==> config.mk <==
export PLATFORM = sky130hd
export DESIGN_NAME = crc16_reg_engine
export DESIGN_NICKNAME = d
export VERILOG_FILES = /design/src/rtl/crc16_pkg.sv /design/src/rtl/crc16_fold.sv /design/src/rtl/crc16_sat_cnt.sv /design/src/rtl/crc16_reg_engine.sv
export SDC_FILE = /design/constraint.sdc
export NUM_CORES = 1
export LEC_CHECK = 0
export ABC_CLOCK_PERIOD_IN_PS = 2050
export BUFFER_PORTS_ARGS = -buffer_cell sky130_fd_sc_hd__clkbuf_2
export CORE_ASPECT_RATIO = 1.5
export CORE_MARGIN = 1
export CORE_UTILIZATION = 51
export CTS_BUF_LIST = sky130_fd_sc_hd__clkbuf_4
export CTS_CLUSTER_DIAMETER = 50
export DETAILED_ROUTE_END_ITERATION = 12
export GPL_ROUTABILITY_DRIVEN = 0
export PLACE_DENSITY = 0.78
export SETUP_SLACK_MARGIN = 0.2
export SLEW_MARGIN = 5
export SYNTH_ARGS = -nofsm -noshare
export SYNTH_HDL_FRONTEND = slang
export SYNTH_HIERARCHICAL = 1
export SYNTH_SLANG_ARGS = --single-unit
export TNS_END_PERCENT = 5
==> constraint.sdc <==
create_clock -name clk_i -period 2.05 [get_ports clk_i]
set_input_delay 0.615 -clock clk_i [delete_from_list [all_inputs] [get_ports clk_i]]
set_output_delay 0.615 -clock clk_i [all_outputs]
set_load 0.05 [all_outputs]
==> src/rtl/crc16_pkg.sv <==
package crc16_pkg;
  localparam int unsigned WORD_W = 16;
  localparam int unsigned BYTE_W = 8;
  localparam int unsigned CNT_W  = 12;
  localparam int unsigned SEL_W  = 2;
  localparam logic [WORD_W-1:0] POLY_REFL = 16'h8408;
  localparam logic [WORD_W-1:0] STATE_INIT = 16'hFFFF;
  localparam logic [WORD_W-1:0] OUT_XOR = 16'hFFFF;
  localparam int unsigned CLR_BIT = 15;

  typedef enum logic [SEL_W-1:0] {
    SEL_CTRL   = 2'd0,
    SEL_DATA   = 2'd1,
    SEL_RESULT = 2'd2,
    SEL_SPARE  = 2'd3
  } reg_sel_e;
endpackage

==> src/rtl/crc16_fold.sv <==
module crc16_fold #(
  parameter int unsigned W = 16,
  parameter int unsigned B = 8,
  parameter logic [W-1:0] POLY = 16'h8408
) (
  input  logic [W-1:0] crc_i,
  input  logic [B-1:0] byte_i,
  output logic [W-1:0] crc_o
);
  logic [W-1:0] stage [0:B];

  assign stage[0] = crc_i ^ {{(W-B){1'b0}}, byte_i};

  // one shift-and-reduce step per input bit, LSB first
  for (genvar i = 0; i < B; i++) begin : g_bit
    assign stage[i+1] = stage[i][0] ? ((stage[i] >> 1) ^ POLY) : (stage[i] >> 1);
  end

  assign crc_o = stage[B];
endmodule

==> src/rtl/crc16_sat_cnt.sv <==
module crc16_sat_cnt #(
  parameter int unsigned CW = 12
) (
  input  logic          clk_i,
  input  logic          rst_ni,
  input  logic          clr_i,
  input  logic          inc_i,
  output logic [CW-1:0] cnt_o
);
  localparam logic [CW-1:0] CNT_MAX = {CW{1'b1}};

  logic [CW-1:0] cnt_q;

  always_ff @(posedge clk_i or negedge rst_ni) begin
    if (!rst_ni)                         cnt_q <= '0;
    else if (clr_i)                      cnt_q <= '0;
    else if (inc_i && cnt_q != CNT_MAX)  cnt_q <= cnt_q + 1'b1;
  end

  assign cnt_o = cnt_q;
endmodule

==> src/rtl/crc16_reg_engine.sv <==
module crc16_reg_engine
  import crc16_pkg::*;
#(
  parameter int unsigned DW = WORD_W,
  parameter int unsigned BW = BYTE_W,
  parameter int unsigned CW = CNT_W,
  parameter logic [DW-1:0] POLY = POLY_REFL,
  parameter logic [DW-1:0] INIT = STATE_INIT,
  parameter logic [DW-1:0] XOUT = OUT_XOR
) (
  input  logic          clk_i,
  input  logic          rst_ni,
  input  logic          wr_en_i,
  input  logic [1:0]    sel_i,
  input  logic [DW-1:0] wdata_i,
  output logic [DW-1:0] rdata_o
);
  localparam int unsigned PAD_W = DW - CW;

  reg_sel_e      sel;
  logic          clr, feed;
  logic [DW-1:0] crc_q, crc_next;
  logic [CW-1:0] cnt_q;
  logic          unused_wbits;

  assign sel  = reg_sel_e'(sel_i);
  assign clr  = wr_en_i && (sel == SEL_CTRL) && wdata_i[CLR_BIT];
  assign feed = wr_en_i && (sel == SEL_DATA);
  assign unused_wbits = ^wdata_i[DW-2:BW];

  crc16_fold #(.W(DW), .B(BW), .POLY(POLY)) u_fold (
    .crc_i  (crc_q),
    .byte_i (wdata_i[BW-1:0]),
    .crc_o  (crc_next)
  );

  crc16_sat_cnt #(.CW(CW)) u_cnt (
    .clk_i  (clk_i),
    .rst_ni (rst_ni),
    .clr_i  (clr),
    .inc_i  (feed),
    .cnt_o  (cnt_q)
  );

  always_ff @(posedge clk_i or negedge rst_ni) begin
    if (!rst_ni)   crc_q <= INIT;
    else if (clr)  crc_q <= INIT;
    else if (feed) crc_q <= crc_next;
  end

  always_comb begin
    unique case (sel)
      SEL_CTRL:   rdata_o = {{PAD_W{1'b0}}, cnt_q};
      SEL_RESULT: rdata_o = crc_q ^ XOUT;
      default:    rdata_o = '0;
    endcase
  end
endmodule

# == Word level (Yosys, flattened, before mapping) ==
# Cells that the tools add are included.
# word_totals
regBits,28
out_inout_bits,16
wordCells,36
# op_classes
add_sub_neg,1
n_eq_ne,3
n_mux,13
bitwise_logic,10
n_reduce_logical,7
# ops
operator,n
$mux W16,10
$pmux W16 S2,1
$mux W12,2
$not A2 Y3,8
$not A16 Y16,1
$xor A16 B8 Y16,1
$add A12 B1 Y12 const B,1
$ne A12 B12 Y1 const B,1
$logic_and A1 B1 Y1,4
$reduce_bool A2 Y1,2
$eq A2 B1 Y1 const B,1
$eq A2 B2 Y1 const B,1
$logic_not A2 Y1,1

# == Logic depth before layout (Yosys ltp) ==
# Gate-level depths: netlist of run 1.
# logic_depth
word_depth,19
mapped_depth,8
mapped_depth_nobuf,6

# == Cells and area by module ==
# Netlist of run 1, hierarchy kept.
# by_module_without_submodules
module,n_inst,cells_per_inst,area_per_inst_um2,seq_area_each_um2
crc16_reg_engine,1,83,900.9,420.4
crc16_sat_cnt,1,70,714.4,300.3
crc16_fold,1,25,387.9,0.0

# == Worst setup path before layout of run 1 ==
# Ideal clock, no wire load.
# synth_timing
path_type,input-to-output
startpoint,in sel_i[1]
endpoint,out rdata_o[4]
arrival_ns,2.139
slack_ns,-0.704
stages,3
n_path_buf,2
path_cell_list,buf_2 buf_4 a211oi_1
# synth_via
elab_chain_len,2
word_cells_on_any_way,3
# synth_rtl
item,line_no,rtl
"start, declared",crc16_reg_engine.sv:14,"input logic [1:0] sel_i,"
$eq A2 B2 Y1 / $logic_not A2 Y1 (equally long branches),crc16_reg_engine.sv:52,unique case (sel)
$pmux W16 S2 (*),crc16_reg_engine.sv:52,
"end, declared",crc16_reg_engine.sv:16,output logic [DW-1:0] rdata_o
# Every way passes the cells marked *; elsewhere a longest branch is shown, timed or not.

# == Worst setup path in the final report of run 1 ==
# Ends and elaborated chain as after synthesis.

==> results of run 1 <==
==> Yosys cell counts, types with 2 or more instances <==
cell type	number	share of area (%)
nand2_1	4	0.75
xnor2_1	10	4.4
inv_1	14	2.6
nor2b_1	2	0.62
o22a_2	10	5.0
nand3_1	5	1.2
nor3_1	5	1.2
xor3_1	3	3.6
mux2i_1	13	6.5
xor2_1	4	1.7
xnor2_2	3	2.4
dfrtp_1	12	15
o22a_1	6	2.6
buf_6	2	1.1
and4_1	2	0.87
nor2_1	26	4.9
buf_2	2	0.50
nand4_1	3	0.94
a21oi_1	4	1.0
xnor3_1	5	5.6
nand3_4	2	1.7
dfstp_2	16	21
==> path summary, 6_finish.rpt <==
| kind | cells after the start | to | slack, ns |
|---|---|---|---|
| max in group asynchronous | 1 | u_cnt/cnt_o[7] | 1.30 |
| max | 5 | rdata_o[4] | -0.002 |
| max reg2reg | 5 | u_cnt/cnt_o[1] | 0.31 |
| min | 1 | u_cnt/cnt_o[2] | 0.29 |
| min reg2reg | 1 | crc_q[8] | 0.55 |
| min in group clk_i | 1 | crc_q[8] | 0.55 |
==> cell usage in the layout (no fill, tap or decap), types with 5 or more instances in the layout <==
master	count
buf_4	22
dfstp_2	16
nor2_4	14
dfrtp_1	12
nor2_1	11
clkbuf_2	11
o22a_2	10
buf_8	10
xnor2_1	10
mux2i_2	8
inv_2	8
o22a_1	6
inv_1	5
buf_6	5
nand3_1	5
nor3_1	5
xnor3_1	5
==> critical path, cell delays in order <==
cell       delay, ns
clkbuf_16       0.13
buf_12          0.14
buf_6           0.12
a211oi_4        0.25
buf_12          0.17
==> flip-flops by register name, summed over array words and instances (netlist names) <==
name	cells
u_cnt/cnt_o	12
crc_q	16
==> cells by family after synthesis <==
| group | after synthesis | synth area share [%] |
|---|---|---|
| compound gates | 25 | 11.2 |
| xor+xnor | 27 | 20.5 |
| fa+ha+maj | 1 | 0.625 |
| buf+inv | 21 | 5.43 |
| flops | 28 | 36.0 |
| mux | 15 | 7.81 |
| simple gates | 61 | 18.4 |
==> through the flow <==
step                      cells  power (mW)  hold slack (ns)
final                       271        3.19            0.290
after CTS                   269        3.03            0.308
after floorplan             178        2.29            0.319
after global routing        271        3.35            0.323
after global placement      256        2.53            0.512
after detailed placement    256        2.59            0.524
==> final cells by class <==
cell class / instances / area share [%]
timing repair buffer: 53 / 19.1
tap: 43 / 1.96
inverter: 14 / 2.00
clock inverter: 1 / 0.137
multi-input combinational: 129 / 49.8
clock buffer: 3 / 0.819
sequential: 28 / 26.2
==> routing by layer <==
layer,up-vias,track usage (%)
li1,728,-
met1,807,30.8
met2,44,48.4
met3,8,2.30
met4,0,9.74
met5,-,0
==> what timing repair did <==
item                       in CTS  in global routing
gates resized for setup        33                 51
setup endpoints to repair      16                 17
pin swaps                       1                  9
cloned                          1                  0
buffers inserted                8                  2
==> power by group through the flow <==
| stage | clock network [mW] | registers, mW | logic, mW |
|---|---|---|---|
| global route | 0.276 | 1.08 | 2.00 |
| floorplan | 0 | 1.01 | 1.28 |
| finish | 0.249 | 1.05 | 1.89 |
| detailed placement | 0 | 1.08 | 1.51 |
| global placement | 0 | 1.05 | 1.48 |
| CTS | 0.249 | 1.02 | 1.76 |
==> results_dict.tcl, run 1 <==
set metrics [dict create \
    outcome "finished with violations" \
    violations "setup timing" \
    post-place-ws_ns -0.0506 \
    viasPerCell 5.86 \
    final.setup.tns_ns -0.00154 \
    clk_latency_ns 0.34 \
    place_area_um2 2380 \
    setup_ws_ns -0.00154 \
    h-tree-depth 1 \
    wl_met1_um 1940 \
    first_pass_iters 4 \
    vias 1587 \
    worst_ep_required_time_ns 1.43 \
    multi_input_area_um2 1370 \
    drc 0 \
    combinationalPowerShare_pct 59.1 \
    min_period_ns 2.05 \
    path_class "input pin to output pin" \
    finish.utilization_pct 74.0 \
    grt_overflow 0 \
    cts_tree "done" \
    synth_cells 178 \
    io_pins 37 \
    die_x_um 53.2 \
    worst_hold_path_type "input pin to async pin" \
    critPathMaxFanout 8 \
    dp_hpwl_um 3330 \
    fin_skew_ns 0.0164 \
    drive_gt1_share_pct 59.6 \
    clkPwrFrac_pct 7.8 \
    syn_to_final_growth_pct 37.2 \
    cts_hold_buffers 0 \
    fmax_mhz 487 \
    cts_buffer_depth 2 \
    worst_slew_pin_slew_ns 0.706 \
    syn-cell-area_um2 2000 \
    synth_flop_cell "dfstp_2" \
    n_antenna_cell 0 \
    switching_share_pct 38.3 \
    relSlewSlack_pct 52.9 \
    period_share_pct 100 \
    start_kind "input pin" \
    grt_usage_pct 26.5 \
    ff_latch_area_um2 721 \
    setup_viol 1 \
    initial_utilization_pct 53.9 \
    ys_types 47 \
    p_leak_nw 1.20 \
    top_layer "met4" \
    peakVddDrop_uv 764 \
    rows 27 \
    avgSynthCellArea_um2 11.3 \
    clkTransAtPathRegs_ns 0.17 \
    drv_cap 0 \
    r2r_start "u_cnt/cnt_o[0]" \
    drt-total-wl_um 5070 \
    synth_edf_count 0 \
    dieHeight_um 78.8 \
    antenna_found_initial 0 \
    wl_per_cell_um 18.7 \
    dieArea_um2 4190 \
    drtIter0Drc 62 \
    syn_nets 200 \
    cts-root-buf "clkbuf_4" \
    grt_pass1_wl_um 8020 \
    hold_viol_final 0 \
    grt_max_degree 29 \
    synth_seq_cells 28 \
    p_int_mw 1.97 \
    nets 251 \
    core_area_um2 3720 \
    met3_length_um 136 \
    ys_warn_count 6 \
    cp-startpoint "sel_i[1]" \
    rsz0062_at_grt "yes" \
    cp.arrival_ns 1.44 \
    grt_pass1_vias 1668 \
    dr_wl_met2_um 2930 \
    ys_seq_area_share_pct 36.0 \
    fillCellCount 240 \
    cts_made_buffers 3 \
    cp-end-kind "output pin" \
    synthArstFlopShare_pct 100 \
    powerDensity_nw_per_um2 1160 \
    pwr-share-seq_pct 33.1 \
    clock_sinks 28 \
    finalMaxSlewViolations 0 \
    portBuffers 29 \
    ant_nets 0 \
    fin_area_um2 2750 \
    p_sw_mw 1.22 \
]
(Power assumes the default switching activity.)
==> run 2, diff against run 1 <==
Settings changed: PLACE_DENSITY 0.78 to default, PLACE_DENSITY_LB_ADDON from default to 0.1.
==> run 2 against run 1 <==
The flow now finishes without violations. Cell count increased by 0.37%. Flip-flop and latch count unchanged. Maximum frequency increased by 3.2%. Worst hold slack improved by 0.0065 ns. Sequential power about the same. Critical path depth unchanged. Non-clock buffer count increased by 1. Sequential share of layout area decreased by 0.60 points. Utilization increased by 2.0 points. First-iteration DRC count decreased by 8.1%. Design area increased by 2.7%. Clock skew increased by 0.0057 ns.
==> results_dict.tcl, run 2 (synthesis results as in run 1) <==
set metrics [dict create \
    p_sw_mw 1.24 \
    r2r_start "u_cnt/cnt_o[0]" \
    grt_max_degree 29 \
    combinationalPowerShare_pct 60.5 \
    multi_input_area_um2 1420 \
    n_antenna_cell 0 \
    cts-root-buf "clkbuf_4" \
    grt_overflow 0 \
    setup_ws_ns 0.0626 \
    place_inst 256 \
    min_period_ns 1.99 \
    fin_area_um2 2820 \
    path_class "input pin to output pin" \
    grt.busiest_layer "met2" \
    powerDensity_nw_per_um2 1150 \
    core_area_um2 3720 \
    cts_buffer_depth 2 \
    p_leak_nw 1.22 \
    final.setup.tns_ns 0 \
    ff_latch_area_um2 723 \
    switching_share_pct 38.1 \
    post-place-ws_ns -0.0786 \
    clkTransAtPathRegs_ns 0.17 \
    dp_hpwl_um 3380 \
    timing.hold.ws_ns 0.297 \
    ant_nets 0 \
    setup_viol 0 \
    clk_latency_ns 0.34 \
    p_int_mw 2.01 \
    cts_hold_buffers 0 \
    fmax_mhz 503 \
    final_common_cell "buf_4" \
    cts_made_buffers 3 \
    reg2reg_to "u_cnt/cnt_o[1]" \
    finish.utilization_pct 76.0 \
    period_share_pct 96.9 \
    largest_reg_flops 16 \
    pwr-share-seq_pct 31.8 \
    place_area_um2 2410 \
    drt-total-wl_um 5040 \
    outcome "complete, no violations" \
    grtUsageMet2_pct 47.2 \
    hold_viol_final 0 \
    regMostFlops "crc_q" \
    grt_use_met1_pct 27.6 \
    cp.arrival_ns 1.37 \
    antenna_found_initial 0 \
    worst_hold_path_type "input pin to async pin" \
    r2r_setup_slack_ns 0.22 \
    first_pass_iters 4 \
    cp-end-kind "output pin" \
    start_kind "input pin" \
    dieHeight_um 78.8 \
    dieArea_um2 4190 \
    worst_slew_pin_slew_ns 0.725 \
    die_x_um 53.2 \
    vias 1603 \
    drc 0 \
    final_cell_mix "22 x buf_4, 16 x dfstp_2, 12 x clkbuf_2, 11 x nor2_1" \
    power.total_mw 3.24 \
    io_pins 37 \
    viasPerCell 5.89 \
    syn_to_final_growth_pct 40.9 \
    fillCellCount 240 \
    clock_sinks 28 \
    relSlewSlack_pct 51.7 \
    worst_ep_required_time_ns 1.43 \
    drtIter0Drc 57 \
    grt_pass1_vias 1646 \
    clkPwrFrac_pct 7.6 \
    grt_use_met3_pct 3.26 \
    portBuffers 29 \
    h-tree-depth 1 \
    grt_usage_pct 25.5 \
    cts_tree "done" \
    fin_skew_ns 0.0221 \
    rsz0062_at_grt "yes" \
    rows 27 \
    initial_utilization_pct 53.9 \
    nets 252 \
    finalMaxSlewViolations 0 \
    wl_per_cell_um 18.5 \
    critPathMaxFanout 5 \
    r2r_cells 5 \
    drv_cap 0 \
    drive_gt1_share_pct 58.5 \
    finalNonFillerCells 272 \
    peakVddDrop_uv 711 \
    grt_pass1_wl_um 7670 \
]
## run 2: what timing repair did
item	4_1_cts	5_1_grt
cloned	1	0
buffers inserted	8	3
hold endpoints to repair	0	0
pin swaps	9	0
endpoints found under the setup margin	16	17
resized for setup	52	17
## run 2: how the worst max path moves through the flow
stage / slack, ns / endpoint / start / cells past startpoint
floorplan: 0.008 / u_cnt/cnt_o[5] / sel_i[1] / 8
global placement: -0.04 / rdata_o[15] / sel_i[1] / 5
detailed placement: -0.08 / rdata_o[3] / sel_i[1] / 5
CTS: 0.06 / rdata_o[9] / sel_i[1] / 5
global route: 0.03 / rdata_o[5] / crc_q[5] / 4
finish: 0.06 / rdata_o[9] / sel_i[1] / 5
## run 2: area by class of cell
cell class | instances | area share, %
Multi-Input combinational cell | 129 | 50.2
Sequential cell | 28 | 25.6
Timing Repair Buffer | 54 | 19.4
Inverter | 14 | 1.95
Tap cell | 43 | 1.91
Clock buffer | 3 | 0.798
Clock inverter | 1 | 0.133
## run 2: power groups by stage
| stage | logic, mW | registers [mW] | clock network (mW) |
|---|---|---|---|
| CTS | 1.87 | 1.02 | 0.253 |
| global route | 2.08 | 1.05 | 0.272 |
| floorplan | 1.28 | 1.01 | 0 |
| detailed placement | 1.55 | 1.07 | 0 |
| finish | 1.96 | 1.03 | 0.247 |
| global placement | 1.50 | 1.06 | 0 |
## run 2: metal layers
layer  part of all wire, %  wire length (µm)
met1                    36              1820
met2                    57              2890
met3                   3.4               173
met4                   2.9               147
met5                     0                 0
## run 2: critical path, cell delays in order
cell,delay [ns]
clkbuf_16,0.14
buf_16,0.15
mux2i_4,0.19
nor2_4,0.10
clkbuf_8,0.18
